## config.mk

```make
export PLATFORM = sky130hd
export DESIGN_NAME = pulse_quad_counter
export DESIGN_NICKNAME = d
export VERILOG_FILES = /design/src/rtl/pqc_pkg.sv /design/src/rtl/pqc_sync.sv /design/src/rtl/pqc_glitch.sv /design/src/rtl/pqc_decode.sv /design/src/rtl/pqc_count.sv /design/src/rtl/pulse_quad_counter.sv
export SDC_FILE = /design/constraint.sdc
export NUM_CORES = 1
export LEC_CHECK = 0
export BUFFER_PORTS_ARGS = -buffer_cell sky130_fd_sc_hd__buf_2
export CORE_MARGIN = 2
export CORE_UTILIZATION = 50
export CTS_CLUSTER_SIZE = 30
export DETAILED_ROUTE_END_ITERATION = 12
export GPL_TIMING_DRIVEN = 0
export PLACE_DENSITY = 0.67
export SYNTH_ARGS = -nofsm -noshare
export SYNTH_HDL_FRONTEND = slang
export SYNTH_SLANG_ARGS = --single-unit
```

## constraint.sdc

```tcl
create_clock -name clk -period 2.8 [get_ports clk]
set_input_delay 0.42 -clock clk [delete_from_list [all_inputs] [get_ports clk]]
set_output_delay 0.42 -clock clk [all_outputs]
set_load 0.05 [all_outputs]
```

## src/rtl/pqc_pkg.sv

```systemverilog
package pqc_pkg;
   typedef enum logic [1:0] {
      MODE_SAMPLED = 2'd0,
      MODE_EDGE    = 2'd1,
      MODE_QUAD    = 2'd2,
      MODE_IDLE    = 2'd3
   } pqc_mode_e;

   localparam logic [2:0] ADR_CTRL  = 3'd0;
   localparam logic [2:0] ADR_NTOP  = 3'd1;
   localparam logic [2:0] ADR_FLAGS = 3'd2;
   localparam logic [2:0] ADR_COUNT = 3'd3;
   localparam logic [2:0] ADR_TOP   = 3'd4;
   localparam logic [2:0] ADR_DIR   = 3'd5;

   localparam int CTRL_BITS = 4;
   localparam int BIT_FILT  = 2;
   localparam int BIT_HOLD  = 3;
endpackage

```

## src/rtl/pqc_sync.sv

```systemverilog
module pqc_sync #(
   parameter int STAGES = 2
) (
   input  logic clk,
   input  logic arst,
   input  logic d,
   output logic q
);
   logic [STAGES-1:0] st;

   generate
      if (STAGES < 1) begin : g_bad
         $error("pqc_sync: STAGES must be at least 1");
      end
      if (STAGES == 1) begin : g_one
         always_ff @(posedge clk or posedge arst)
            if (arst) st <= '0;
            else      st <= d;
      end else begin : g_chain
         always_ff @(posedge clk or posedge arst)
            if (arst) st <= '0;
            else      st <= {st[STAGES-2:0], d};
      end
   endgenerate

   assign q = st[STAGES-1];
endmodule

```

## src/rtl/pqc_glitch.sv

```systemverilog
module pqc_glitch #(
   parameter int LEN = 5
) (
   input  logic clk,
   input  logic arst,
   input  logic d,
   output logic q
);
   localparam int RW = (LEN > 1) ? $clog2(LEN) : 1;
   localparam logic [RW-1:0] RUN_LAST = RW'(LEN - 1);

   logic          lvl;
   logic [RW-1:0] run;

   always_ff @(posedge clk or posedge arst) begin
      if (arst) begin
         lvl <= 1'b0;
         run <= '0;
      end else if (d == lvl) begin
         run <= '0;
      end else if (run == RUN_LAST) begin
         lvl <= d;
         run <= '0;
      end else begin
         run <= run + 1'b1;
      end
   end

   assign q = lvl;
endmodule

```

## src/rtl/pqc_decode.sv

```systemverilog
module pqc_decode
   import pqc_pkg::*;
(
   input  logic      clk,
   input  logic      arst,
   input  logic      lvl,
   input  logic      s1,
   input  pqc_mode_e mode,
   output logic      up_ev,
   output logic      dn_ev
);
   logic prev_lvl;
   logic rise_cap;
   logic rise, fall;

   assign rise = lvl & ~prev_lvl;
   assign fall = ~lvl & prev_lvl;

   always_ff @(posedge clk or posedge arst) begin
      if (arst) begin
         prev_lvl <= 1'b0;
         rise_cap <= 1'b0;
      end else begin
         prev_lvl <= lvl;
         if (rise) rise_cap <= s1;
      end
   end

   always_comb begin
      up_ev = 1'b0;
      dn_ev = 1'b0;
      unique case (mode)
         MODE_SAMPLED: up_ev = rise;
         MODE_EDGE: begin
            up_ev = rise & ~s1;
            dn_ev = rise & s1;
         end
         MODE_QUAD: begin
            up_ev = fall & ~rise_cap & s1;
            dn_ev = fall & rise_cap & ~s1;
         end
         default: ;
      endcase
   end
endmodule

```

## src/rtl/pqc_count.sv

```systemverilog
module pqc_count #(
   parameter int               W       = 8,
   parameter logic [W-1:0]     TOP_RST = '1
) (
   input  logic         clk,
   input  logic         arst,
   input  logic         up_ev,
   input  logic         dn_ev,
   input  logic [W-1:0] next_top,
   input  logic         clr_ovf,
   input  logic         clr_unf,
   output logic [W-1:0] cnt,
   output logic [W-1:0] top,
   output logic         ovf,
   output logic         unf,
   output logic         dir
);
   logic primed;
   logic set_ovf, set_unf;

   assign set_ovf = primed & up_ev & (cnt == top);
   assign set_unf = primed & dn_ev & (cnt == '0);

   always_ff @(posedge clk or posedge arst) begin
      if (arst) begin
         primed <= 1'b0;
         cnt    <= '0;
         top    <= TOP_RST;
         dir    <= 1'b0;
      end else if (!primed) begin
         primed <= 1'b1;
         top    <= next_top;
      end else if (up_ev) begin
         dir <= 1'b0;
         if (set_ovf) begin
            cnt <= '0;
            top <= next_top;
         end else begin
            cnt <= cnt + 1'b1;
         end
      end else if (dn_ev) begin
         dir <= 1'b1;
         if (set_unf) begin
            cnt <= next_top;
            top <= next_top;
         end else begin
            cnt <= cnt - 1'b1;
         end
      end
   end

   always_ff @(posedge clk or posedge arst) begin
      if (arst) begin
         ovf <= 1'b0;
         unf <= 1'b0;
      end else begin
         ovf <= (ovf & ~clr_ovf) | set_ovf;
         unf <= (unf & ~clr_unf) | set_unf;
      end
   end
endmodule

```

## src/rtl/pulse_quad_counter.sv

```systemverilog
module pulse_quad_counter
   import pqc_pkg::*;
#(
   parameter int               CNT_W      = 8,
   parameter logic [CNT_W-1:0] TOP_RST    = '1,
   parameter int               SYNC_N     = 2,
   parameter int               FILT_LEN   = 5,
   parameter bit               HAS_FILTER = 1'b1
) (
   input  logic             clk,
   input  logic             rst_n,
   input  logic             wr_en,
   input  logic [2:0]       wr_addr,
   input  logic [CNT_W-1:0] wr_data,
   input  logic [2:0]       rd_addr,
   output logic [CNT_W-1:0] rd_data,
   input  logic             s0_in,
   input  logic             s1_in,
   output logic             wrap_flag
);
   generate
      if (CNT_W < CTRL_BITS) begin : g_chk_w
         $error("pulse_quad_counter: CNT_W too small for the control word");
      end
      if (FILT_LEN < 2) begin : g_chk_f
         $error("pulse_quad_counter: FILT_LEN must be at least 2");
      end
   endgenerate

   // register-port state
   logic [CTRL_BITS-1:0] ctrl_q;
   logic [CNT_W-1:0]     ntop_q;
   pqc_mode_e            mode;
   logic                 filt_on, hold_q;

   assign mode    = pqc_mode_e'(ctrl_q[1:0]);
   assign filt_on = ctrl_q[BIT_FILT];
   assign hold_q  = ctrl_q[BIT_HOLD];

   always_ff @(posedge clk or negedge rst_n) begin
      if (!rst_n) begin
         ctrl_q <= CTRL_BITS'(1) << BIT_HOLD;
         ntop_q <= TOP_RST;
      end else if (wr_en) begin
         if (wr_addr == ADR_CTRL) ctrl_q <= wr_data[CTRL_BITS-1:0];
         if (wr_addr == ADR_NTOP) ntop_q <= wr_data;
      end
   end

   // domain hold: asynchronous entry, release after two clock edges
   logic       hold_set;
   logic [1:0] rel_q;
   logic       dom_rst;

   assign hold_set = hold_q | ~rst_n;

   always_ff @(posedge clk or posedge hold_set)
      if (hold_set) rel_q <= 2'b11;
      else          rel_q <= {rel_q[0], 1'b0};

   assign dom_rst = rel_q[1];

   // pad path
   logic s0_s, s1_s, s0_f, s0_lvl;

   pqc_sync #(.STAGES(SYNC_N)) u_sync0 (.clk(clk), .arst(dom_rst), .d(s0_in), .q(s0_s));
   pqc_sync #(.STAGES(SYNC_N)) u_sync1 (.clk(clk), .arst(dom_rst), .d(s1_in), .q(s1_s));

   generate
      if (HAS_FILTER) begin : g_filt
         pqc_glitch #(.LEN(FILT_LEN)) u_glitch (
            .clk(clk), .arst(dom_rst), .d(s0_s), .q(s0_f));
      end else begin : g_nofilt
         assign s0_f = s0_s;
      end
   endgenerate

   assign s0_lvl = (mode == MODE_SAMPLED && filt_on) ? s0_f : s0_s;

   // event decode and count
   logic             up_ev, dn_ev;
   logic [CNT_W-1:0] cnt, top;
   logic             ovf, unf, dir;
   logic             clr_ovf, clr_unf;

   assign clr_ovf = wr_en && wr_addr == ADR_FLAGS && wr_data[0];
   assign clr_unf = wr_en && wr_addr == ADR_FLAGS && wr_data[1];

   pqc_decode u_dec (
      .clk(clk), .arst(dom_rst), .lvl(s0_lvl), .s1(s1_s), .mode(mode),
      .up_ev(up_ev), .dn_ev(dn_ev));

   pqc_count #(.W(CNT_W), .TOP_RST(TOP_RST)) u_cnt (
      .clk(clk), .arst(dom_rst), .up_ev(up_ev), .dn_ev(dn_ev),
      .next_top(ntop_q), .clr_ovf(clr_ovf), .clr_unf(clr_unf),
      .cnt(cnt), .top(top), .ovf(ovf), .unf(unf), .dir(dir));

   assign wrap_flag = ovf | unf;

   always_comb begin
      unique case (rd_addr)
         ADR_CTRL:  rd_data = CNT_W'(ctrl_q);
         ADR_NTOP:  rd_data = ntop_q;
         ADR_FLAGS: rd_data = CNT_W'({unf, ovf});
         ADR_COUNT: rd_data = cnt;
         ADR_TOP:   rd_data = top;
         ADR_DIR:   rd_data = CNT_W'(dir);
         default:   rd_data = '0;
      endcase
   end
endmodule

```

==> impl_metrics.env <==
export IMPL_synth_flop_cell="dfrtp_1"
export IMPL_worst_endpoint_required_ps=2380
export IMPL_synth_fp_nets=301
export IMPL_routedWlPerCell_um=15.9
export IMPL_via_count=2055
export IMPL_yosysWarnings=0
export IMPL_antenna_found_initial=0
export IMPL_syn_inst=274
export IMPL_viasPerCell=5.45
export IMPL_drt_initial_drc_count=125
export IMPL_grt_pass1_wl_um=10300
export IMPL_fp_dieH_um=76.5
export IMPL_hold_buffers=0
export IMPL_port_buffers=25
export IMPL_synthArstFlopShare_pct=100
export IMPL_fin_util_pct=57.9
export IMPL_status="finished clean"
export IMPL_drt_total_wl_um=6000
export IMPL_post_cts_resized=0
export IMPL_ys_ff_latch=44
export IMPL_grt_max_degree=31
export IMPL_p_leak_nw=1.29
export IMPL_maxCapViolCount=0
export IMPL_ioPinCount=28
export IMPL_crit_path_end_kind="primary output"
export IMPL_cts_sink_count=44
export IMPL_nNetsFinal=333
export IMPL_num_antenna_cells=0
export IMPL_final_setup_skew_ps=6.62
export IMPL_crit_start="rd_addr[0]"
export IMPL_worstSkewPairLatency_ps=300
export IMPL_worst_setup_path_start_kind="primary input"
export IMPL_synthDistinctLibCells=51
export IMPL_grt_pass1_vias=2050
export IMPL_fmax_mhz=384
export IMPL_row_count=26
export IMPL_peakVddDrop_uv=365
export IMPL_worst_ep_arrival_time_ps=2190
export IMPL_dr_pass1_iters=4
export IMPL_chipWidth_um=76.5
export IMPL_grt_overflow_total=0
export IMPL_fin_crit_ps=2610
export IMPL_tns_ps=0
export IMPL_drive_above_1_share_pct=26.4
export IMPL_die_area_sq_um=5850
export IMPL_initial_core_util_pct=51.8
export IMPL_path_clk_slew_ps=80
export IMPL_worst_slew_pin_slew_ps=1190
export IMPL_dp_hpwl_um=4460
export IMPL_core_area_sq_um=5070
export IMPL_hold_viol_final=0
export IMPL_cts_max_level=2
export IMPL_gp_congestion=0.864
export IMPL_crit_type="primary input to primary output"
export IMPL_ys_seq_area_share_pct=42.8
export IMPL_synth_edff_count=0
export IMPL_cts_root_buf="clkbuf_8"
export IMPL_reg2reg_from="ctrl_q[0]$_DFFE_PN0P_"
export IMPL_drv_slew=0
export IMPL_post_cts_buffers=0
export IMPL_finalSetupViolCount=0
export IMPL_rsz0062_at_grt="false"
export IMPL_tritoncts="done"
export IMPL_finalCritPeriodShare_pct=93.1
export IMPL_avgSynthCellArea_sq_um=9.58
export IMPL_grtUsageTotal_pct=22.4
export IMPL_syn_to_final_growth_pct=11.9
export IMPL_ant_nets=0
export IMPL_clockBufferDepth=2
export IMPL_synthesis_area_sq_um=2630
export IMPL_slew_headroom_pct=19.9
export IMPL_cts_buffers=5
export IMPL_route_detailed_drc=0
export IMPL_cp_max_fo=7
export IMPL_p_per_area_nw_per_um2=781
export IMPL_worstHoldPathType="primary input to asynchronous set/reset pin"
## path summary, 6_finish.rpt
check | endpoint | slack (ps) | cells after the start
max in group asynchronous | u_cnt.cnt[6]$_DFFE_PP0P_ | 1520 | 1
min | ctrl_q[1]$_DFFE_PN0P_ | 10 | 1
max reg2reg | u_cnt.top[4]$_DFFE_PP1P_ | 250 | 9
min reg2reg | u_sync1.st[1]$_DFF_PP0_ | 350 | 0
min in group clk | u_sync1.st[0]$_DFF_PP0_ | 220 | 1
max | rd_data[3] | 190 | 7
## stage by stage
| step | hold slack (ps) | setup slack (ps) | power, mW | area [sq um] | instances |
|---|---|---|---|---|---|
| after floorplan | 124 | 167 | 1.66 | 2630 | 274 |
| final | 11.8 | 193 | 2.30 | 2940 | 377 |
| after global placement | 330 | 202 | 1.85 | 2840 | 369 |
| after global routing | 22.3 | 42.6 | 2.46 | 2940 | 377 |
| after CTS | 7.76 | 153 | 2.30 | 2930 | 377 |
| after detailed placement | 336 | 153 | 1.88 | 2840 | 369 |
## layout by cell type, fill, tap and decap left out, drive strengths merged, types with 3 or more instances in the layout
cell | Yosys | layout
clkbuf | 9 | 16
a31oi | 3 | 3
inv | 19 | 19
buf | 7 | 32
a21oi | 15 | 15
a22oi | 4 | 4
nand2 | 30 | 30
a21o | 4 | 4
a211oi | 4 | 4
nand3 | 5 | 5
o21ai | 18 | 18
dfstp | 19 | 19
nor2 | 22 | 22
ha | 8 | 8
nand4 | 3 | 3
mux2 | 16 | 16
o211ai | 3 | 3
o22ai | 3 | 3
mux2i | 8 | 8
dfrtp | 25 | 25
nor2b | 4 | 4
xnor2 | 12 | 12
and2 | 3 | 3
## final cells by class
type	instances	area, sq um
fillers	480	2140
multi-input cells	195	1360
flip-flops and latches	44	1120
repair buffers	25	125
well taps	70	87.6
clock buffers	7	86.3
plain buffers	16	76.3
inverters	19	71.3
clock inverters	1	7.51
## metal layers
layer	up-vias	track usage [%]	share of wire [%]
met2	55	36.5	47
met1	986	30.5	46
met3	7	4.38	5.5
met4	0	6.36	1.0
li1	1007	-	-
met5	-	0	0
## synth_stat cells (4+ instances only)
| library cell | instances | share of area (%) |
|---|---|---|
| a21oi_1 | 14 | 2.7 |
| xnor2_1 | 12 | 4.0 |
| ha_1 | 8 | 3.8 |
| a22oi_1 | 4 | 1.1 |
| dfstp_2 | 19 | 19 |
| nand2_1 | 30 | 4.3 |
| nand3_1 | 5 | 0.95 |
| mux2i_1 | 8 | 3.0 |
| dfrtp_1 | 25 | 24 |
| clkbuf_1 | 8 | 1.1 |
| mux2_2 | 8 | 3.4 |
| nor2b_1 | 4 | 0.95 |
| a211oi_1 | 4 | 1.1 |
| buf_2 | 6 | 1.1 |
| mux2_4 | 8 | 4.6 |
| inv_1 | 19 | 2.7 |
| o21ai_0 | 18 | 3.4 |
| nor2_1 | 22 | 3.1 |
## flip-flops by register name (all words and copies together), names as in the netlist
| name | flops |
|---|---|
| u_cnt.primed | 1 |
| u_cnt.ovf | 1 |
| ctrl_q | 4 |
| u_cnt.dir | 1 |
| ntop_q | 8 |
| u_sync1.st | 2 |
| u_cnt.cnt | 8 |
| g_filt.u_glitch.q | 1 |
| rel_q | 2 |
| u_cnt.top | 8 |
| u_sync0.st | 2 |
| u_dec.rise_cap | 1 |
| u_dec.prev_lvl | 1 |
| g_filt.u_glitch.run | 3 |
| u_cnt.unf | 1 |
## report_power, final
part | total (mW) | switching [mW] | internal (mW)
registers | 0.985 | 0.149 | 0.836
clock network | 0.418 | 0.218 | 0.201
logic | 0.893 | 0.505 | 0.388
total | 2.30 | 0.872 | 1.42
## cell families after synthesis
family	share of synthesized area, %
AOI/OAI and AO/OA	15.6
xor gates and xnor gates	4.67
adders and majority gates	3.81
buffers and inverters	5.62
DFF	42.8
muxes	11.9
other	0.286
and+or+nand+nor	15.2
## worst max-delay path, stage by stage
cell and delay (ps):
clkbuf_1 330, nor2b_1 490, and2_0 190, clkbuf_1 250
nand2_1 80, o21ai_0 110, buf_2 310
Note: power is estimated with default switching activity, not from simulation.
